File: config.mk
export PLATFORM = sky130hd
export DESIGN_NAME = kbc_host_mailbox
export DESIGN_NICKNAME = d
export VERILOG_FILES = /design/src/rtl/kbc_pkg.sv /design/src/rtl/kbc_in_path.sv /design/src/rtl/kbc_out_path.sv /design/src/rtl/kbc_status.sv /design/src/rtl/kbc_host_mailbox.sv
export SDC_FILE = /design/constraint.sdc
export NUM_CORES = 1
export LEC_CHECK = 0
export ABC_AREA = 0
export ABC_CLOCK_PERIOD_IN_PS = 1000
export BUFFER_PORTS_ARGS = -buffer_cell sky130_fd_sc_hd__buf_2
export CAP_MARGIN = 20
export CORE_UTILIZATION = 35
export DETAILED_ROUTE_END_ITERATION = 6
export PLACE_DENSITY = 0.65
export SLEW_MARGIN = 20
export SYNTH_ARGS = -nofsm -noshare
export SYNTH_HDL_FRONTEND = slang
export SYNTH_SLANG_ARGS = --single-unit
export TNS_END_PERCENT = 5
File: constraint.sdc
create_clock -name clk -period 1 [get_ports clk]
set_input_delay 0.2 -clock clk [delete_from_list [all_inputs] [get_ports clk]]
set_output_delay 0.2 -clock clk [all_outputs]
set_load 0.005 [all_outputs]
File: src/rtl/kbc_pkg.sv
package kbc_pkg;
    localparam int DATA_W  = 8;
    localparam int OBF_BIT = 0;
    localparam int IBF_BIT = 1;
    localparam int CD_BIT  = 3;
    localparam logic [DATA_W-1:0] UD_MASK = 8'hF4;

    typedef struct packed {
        logic [DATA_W-1:0] data;
        logic              ibf;
        logic              cd;
    } in_state_t;

    typedef struct packed {
        logic [DATA_W-1:0] data;
        logic              obf;
        logic              kirq;
    } out_state_t;
endpackage

File: src/rtl/kbc_in_path.sv
module kbc_in_path
    import kbc_pkg::*;
(
    input  logic              clk,
    input  logic              rst_n,
    input  logic              host_wr_stb,
    input  logic              host_sel,
    input  logic [DATA_W-1:0] host_wdata,
    input  logic              cpu_rd_stb,
    output logic [DATA_W-1:0] ibuf,
    output logic              ibf,
    output logic              cd
);
    in_state_t st_d, st_q;

    always_comb begin
        st_d = st_q;
        if (cpu_rd_stb) st_d.ibf = 1'b0;
        // host write has priority over the local clear
        if (host_wr_stb) begin
            st_d.data = host_wdata;
            st_d.ibf  = 1'b1;
            st_d.cd   = host_sel;
        end
    end

    always_ff @(posedge clk) begin
        if (!rst_n) st_q <= '0;
        else        st_q <= st_d;
    end

    assign ibuf = st_q.data;
    assign ibf  = st_q.ibf;
    assign cd   = st_q.cd;


    ibf_set_chk: assert property (@(posedge clk) disable iff (!rst_n)
        host_wr_stb |=> (ibf && ibuf == $past(host_wdata)));

    ibf_clr_chk: assert property (@(posedge clk) disable iff (!rst_n)
        (cpu_rd_stb && !host_wr_stb) |=> !ibf);

    cd_track_chk: assert property (@(posedge clk) disable iff (!rst_n)
        host_wr_stb |=> (cd == $past(host_sel)));
endmodule

File: src/rtl/kbc_out_path.sv
module kbc_out_path
    import kbc_pkg::*;
(
    input  logic              clk,
    input  logic              rst_n,
    input  logic              load_stb,
    input  logic [DATA_W-1:0] load_data,
    input  logic              kirq_en,
    input  logic              host_rd_stb,
    output logic [DATA_W-1:0] obuf,
    output logic              obf,
    output logic              kirq
);
    out_state_t st_d, st_q;

    always_comb begin
        st_d = st_q;
        if (host_rd_stb) begin
            st_d.obf  = 1'b0;
            st_d.kirq = 1'b0;
        end
        // a fresh load wins over a host collect in the same cycle
        if (load_stb) begin
            st_d.data = load_data;
            st_d.obf  = 1'b1;
            if (kirq_en) st_d.kirq = 1'b1;
        end
    end

    always_ff @(posedge clk) begin
        if (!rst_n) st_q <= '0;
        else        st_q <= st_d;
    end

    assign obuf = st_q.data;
    assign obf  = st_q.obf;
    assign kirq = st_q.kirq;


    obf_load_chk: assert property (@(posedge clk) disable iff (!rst_n)
        load_stb |=> (obf && obuf == $past(load_data)));

    obf_collect_chk: assert property (@(posedge clk) disable iff (!rst_n)
        (host_rd_stb && !load_stb) |=> (!obf && !kirq));

    kirq_needs_obf_chk: assert property (@(posedge clk) disable iff (!rst_n)
        kirq |-> obf);
endmodule

File: src/rtl/kbc_status.sv
module kbc_status
    import kbc_pkg::*;
(
    input  logic              clk,
    input  logic              rst_n,
    input  logic              ud_wr,
    input  logic [DATA_W-1:0] ud_wdata,
    input  logic              obf,
    input  logic              ibf,
    input  logic              cd,
    input  logic              ibfi_en,
    output logic [DATA_W-1:0] status,
    output logic              ibf_irq
);
    logic [DATA_W-1:0] ud_d, ud_q;

    always_comb begin
        ud_d = ud_q;
        if (ud_wr) ud_d = ud_wdata & UD_MASK;
    end

    always_ff @(posedge clk) begin
        if (!rst_n) ud_q <= '0;
        else        ud_q <= ud_d;
    end

    for (genvar i = 0; i < DATA_W; i++) begin : g_bit
        if (i == OBF_BIT) begin : g_obf
            assign status[i] = obf;
        end else if (i == IBF_BIT) begin : g_ibf
            assign status[i] = ibf;
        end else if (i == CD_BIT) begin : g_cd
            assign status[i] = cd;
        end else begin : g_ud
            assign status[i] = ud_q[i];
        end
    end

    assign ibf_irq = ibf & ibfi_en;


    ud_hold_chk: assert property (@(posedge clk) disable iff (!rst_n)
        !ud_wr |=> $stable(status & UD_MASK));

    ud_load_chk: assert property (@(posedge clk) disable iff (!rst_n)
        ud_wr |=> ((status & UD_MASK) == ($past(ud_wdata) & UD_MASK)));
endmodule

File: src/rtl/kbc_host_mailbox.sv
module kbc_host_mailbox
    import kbc_pkg::*;
(
    input  logic              clk,
    input  logic              rst_n,
    input  logic              host_cs,
    input  logic              host_sel,
    input  logic              host_rd,
    input  logic              host_wr,
    input  logic [DATA_W-1:0] host_wdata,
    output logic [DATA_W-1:0] host_rdata,
    input  logic              cpu_obuf_wr,
    input  logic [DATA_W-1:0] cpu_obuf_wdata,
    input  logic              cpu_ibuf_rd,
    output logic [DATA_W-1:0] cpu_ibuf_rdata,
    input  logic              cpu_stat_wr,
    input  logic [DATA_W-1:0] cpu_stat_wdata,
    output logic [DATA_W-1:0] cpu_status,
    input  logic              kirq_en,
    input  logic              ibfi_en,
    output logic              kirq,
    output logic              ibf_irq
);
    logic              hw_stb, hrd_data, hrd_stat;
    logic [DATA_W-1:0] obuf, status;
    logic              ibf, obf, cd;

    assign hw_stb   = host_cs & host_wr;
    assign hrd_data = host_cs & host_rd & ~host_sel;
    assign hrd_stat = host_cs & host_rd &  host_sel;

    kbc_in_path u_in (
        .clk(clk), .rst_n(rst_n), .host_wr_stb(hw_stb), .host_sel(host_sel),
        .host_wdata(host_wdata), .cpu_rd_stb(cpu_ibuf_rd),
        .ibuf(cpu_ibuf_rdata), .ibf(ibf), .cd(cd)
    );

    kbc_out_path u_out (
        .clk(clk), .rst_n(rst_n), .load_stb(cpu_obuf_wr), .load_data(cpu_obuf_wdata),
        .kirq_en(kirq_en), .host_rd_stb(hrd_data),
        .obuf(obuf), .obf(obf), .kirq(kirq)
    );

    kbc_status u_stat (
        .clk(clk), .rst_n(rst_n), .ud_wr(cpu_stat_wr), .ud_wdata(cpu_stat_wdata),
        .obf(obf), .ibf(ibf), .cd(cd), .ibfi_en(ibfi_en),
        .status(status), .ibf_irq(ibf_irq)
    );

    always_comb begin
        host_rdata = '0;
        if (hrd_data)      host_rdata = obuf;
        else if (hrd_stat) host_rdata = status;
    end

    assign cpu_status = status;


    stat_read_quiet_chk: assert property (@(posedge clk) disable iff (!rst_n)
        (hrd_stat && !hw_stb && !cpu_obuf_wr && !cpu_ibuf_rd && !cpu_stat_wr)
        |=> $stable(status));

    unselected_quiet_chk: assert property (@(posedge clk) disable iff (!rst_n)
        (!host_cs && !cpu_obuf_wr && !cpu_ibuf_rd && !cpu_stat_wr)
        |=> ($stable(status) && $stable(kirq)));
endmodule

==> impl_metrics.py <==
metrics = {
    "floorplanning": {
        "num_rows": 20,
        "start_util_pct": 37.7,
        "coreArea_um2": 3100,
        "die_h_um": 59.8,
        "num_io_pins": 61,
        "die_w_um": 59.8,
        "die-area_um2": 3570,
    },
    "route": {
        "drt_wl_total_mm": 2.57,
        "drtIter0Drc": 12,
        "first_pass_iters": 4,
        "wl_per_cell_um": 11.7,
        "drc": 0,
        "antenna_left": 0,
        "viasPerCell": 4.58,
        "vias": 1004,
    },
    "logic_synthesis": {
        "synth_area_per_cell_um2": 9.90,
        "yosysWarnings": 0,
        "synth.distinct_cells": 18,
        "netlist.area_leader.share_pct": 42.8,
        "ys_ff_latch": 25,
        "syn-cell-area_um2": 1170,
        "synth_top_area_cell": "dfxtp_1",
        "synth_nets": 153,
        "seq_area_frac_synth_pct": 42.8,
        "synth.top_cells.by_area": "dfxtp_1 (43%), mux2i_1 (18%), nor2b_1 (7.0%)",
        "synthCells": 118,
    },
    "worst_setup_path": {
        "crit_path_end_kind": "primary output",
        "slowest_delay_ps": 350,
        "slowest_stage": "dfxtp_2",
        "worstPathArrival_ps": 990,
        "crit_fanout": 2,
        "crit_family": "flip-flops",
        "crit_type": "register to primary output",
        "path_cells": "mux2i_1 > nor2_1 > buf_2",
        "startpoint_type": "register",
        "r2r_slack_ps": 150,
        "worstPathRequired_ps": 800,
        "worst-path-buf-inv": 1,
    },
    "placed_design": {
        "hpwl_mm": 1.92,
        "port_buffers": 57,
        "gp_congestion": 0.697,
    },
    "outcome": {
        "violations": "negative setup slack",
        "status": "finished, violations left",
    },
    "clocking": {
        "ctsHoldBuffers": 0,
        "insertion_delay_ps": 300,
        "cts_tree": "yes",
        "cts_made_buffers": 3,
        "path_clk_slew_ps": 130,
        "clock_sinks": 25,
        "root_buffer": "clkbuf_4",
        "clk_path_buf_depth": 2,
        "cts_max_level": 1,
    },
    "layout": {
        "n_fill_cell": 309,
        "area_delta_synth_final_pct": 35.2,
        "multiInputGateArea_um2": 577,
        "fin_nets": 211,
        "n_antenna_cell": 0,
        "layout_common_cells": "buf_2 (51), mux2i_1 (21), dfxtp_2 (18)",
        "seqCellArea_um2": 523,
        "final_common_cell": "buf_2",
        "drive_gt1_share_pct": 49.7,
    },
    "global_route": {
        "grt_pass1_vias": 987,
        "busiest_layer": "met2",
        "grt_usage_pct": 15.7,
        "grtUsageMet2_pct": 29.2,
        "met3_usage_pct": 1.95,
        "globalRouteMet1Util_pct": 17.6,
        "grt_pass1_wl_mm": 4.20,
        "gr-total-overflow": 0,
        "antenna_found_initial": 0,
        "grt_start_max_net_pins": 28,
    },
    "power_and_ir_drop": {
        "p_leak_nw": 0.814,
        "powerDensity_nw_per_um2": 1190,
        "peakVddDrop_uv": 488,
        "power_mw": 1.87,
    },
    "sta": {
        "drv_slew": 0,
        "holdWs_ps": 129,
        "fmax_mhz": 842,
        "hold_viol": 0,
        "rsz0062_at_grt": "yes",
        "layout_setup_ws_ps": -188,
        "fin_crit_sh_pct": 119,
        "finalSetupViolCount": 12,
        "slew_headroom_pct": 78.6,
        "worst_pin_slew_ps": 321,
        "fin_worst_skew_ps": 0,
        "fin_crit_ps": 1190,
    },
    "run": {
        "cap_violations": 0,
    },
    "min_path": {
        "hold_class": "input pin to register",
    },
}
state kept, by name, indices dropped and copies added, names as in the netlist:
signal,flops
u_out.obf,1
u_in.ibf,1
u_out.obuf,8
u_in.ibuf,8
u_out.kirq,1
u_stat.ud_q,5
u_in.cd,1
cell usage after synthesis:
cell type  count
a21boi_1      10
and2_1         1
and3_1         8
and3_2         1
and3b_1        1
buf_2          3
buf_4          5
buf_6          3
clkbuf_2       1
dfxtp_1       25
mux2i_1       21
nand2_1        5
nand2b_1       1
nand3_1        1
nor2_1         8
nor2b_1       13
o21a_1         9
o21ai_1        2
timing repair:
action                                  CTS  global route
pin swaps                                 0             0
gates resized for setup                   9            16
buffers inserted                          1             2
endpoints found under the setup margin   17            26
per-layer routing:
metal | up-vias | wire [um]
li1 | 518 | -
met1 | 461 | 1160
met2 | 23 | 1300
met3 | 2 | 90
met4 | 0 | 27
met5 | - | 0
layout make-up:
type	count	area share (%)
sequential	25	33.1
multi-input combinational	81	36.5
tap	44	3.48
timing repair buffer	65	25.3
clock buffer	4	1.66
tightest hold or removal path: stages:
cell and delay [ps]:
buf_2 80, nand3_1 60, o21ai_1 70
power breakdown:
group / switching, mW / internal, mW
sequential: 0.0317 / 1.06
clock: 0.280 / 0.155
combinational: 0.145 / 0.202
cells by family (layout without fill, tap and decap cells):
group	after synthesis	in the layout	share of synthesized area [%]
DFF	25	25	42.8
buffers and inverters	12	69	7.82
muxes	21	21	18.0
and+or+nand+nor	39	39	18.3
AOI/OAI and AO/OA	21	21	13.1
per-stage QoR:
step	utilization [%]	setup slack, ps	setup TNS (ps)	area, um^2	std cells
4_1_cts	48.9	-200	-1690	1520	217
2_1_floorplan	-	220	0	1170	118
6_report	50.9	-188	-1670	1580	219
3_3_place_gp	47.3	-70.9	-433	1470	212
5_1_grt	50.9	-278	-2970	1580	219
3_5_place_dp	47.3	-73.6	-524	1470	212
worst paths after layout:
path	from	end	cells past startpoint
worst max-delay path	u_stat.ud_q[6]	host_rdata[6]	3
worst min-delay path	kirq_en	u_out.kirq	3
worst max register to register	u_in.cd	u_in.cd	3
worst min register to register	u_out.obf	u_out.obf	2
Power figures use the tool's default switching activity.
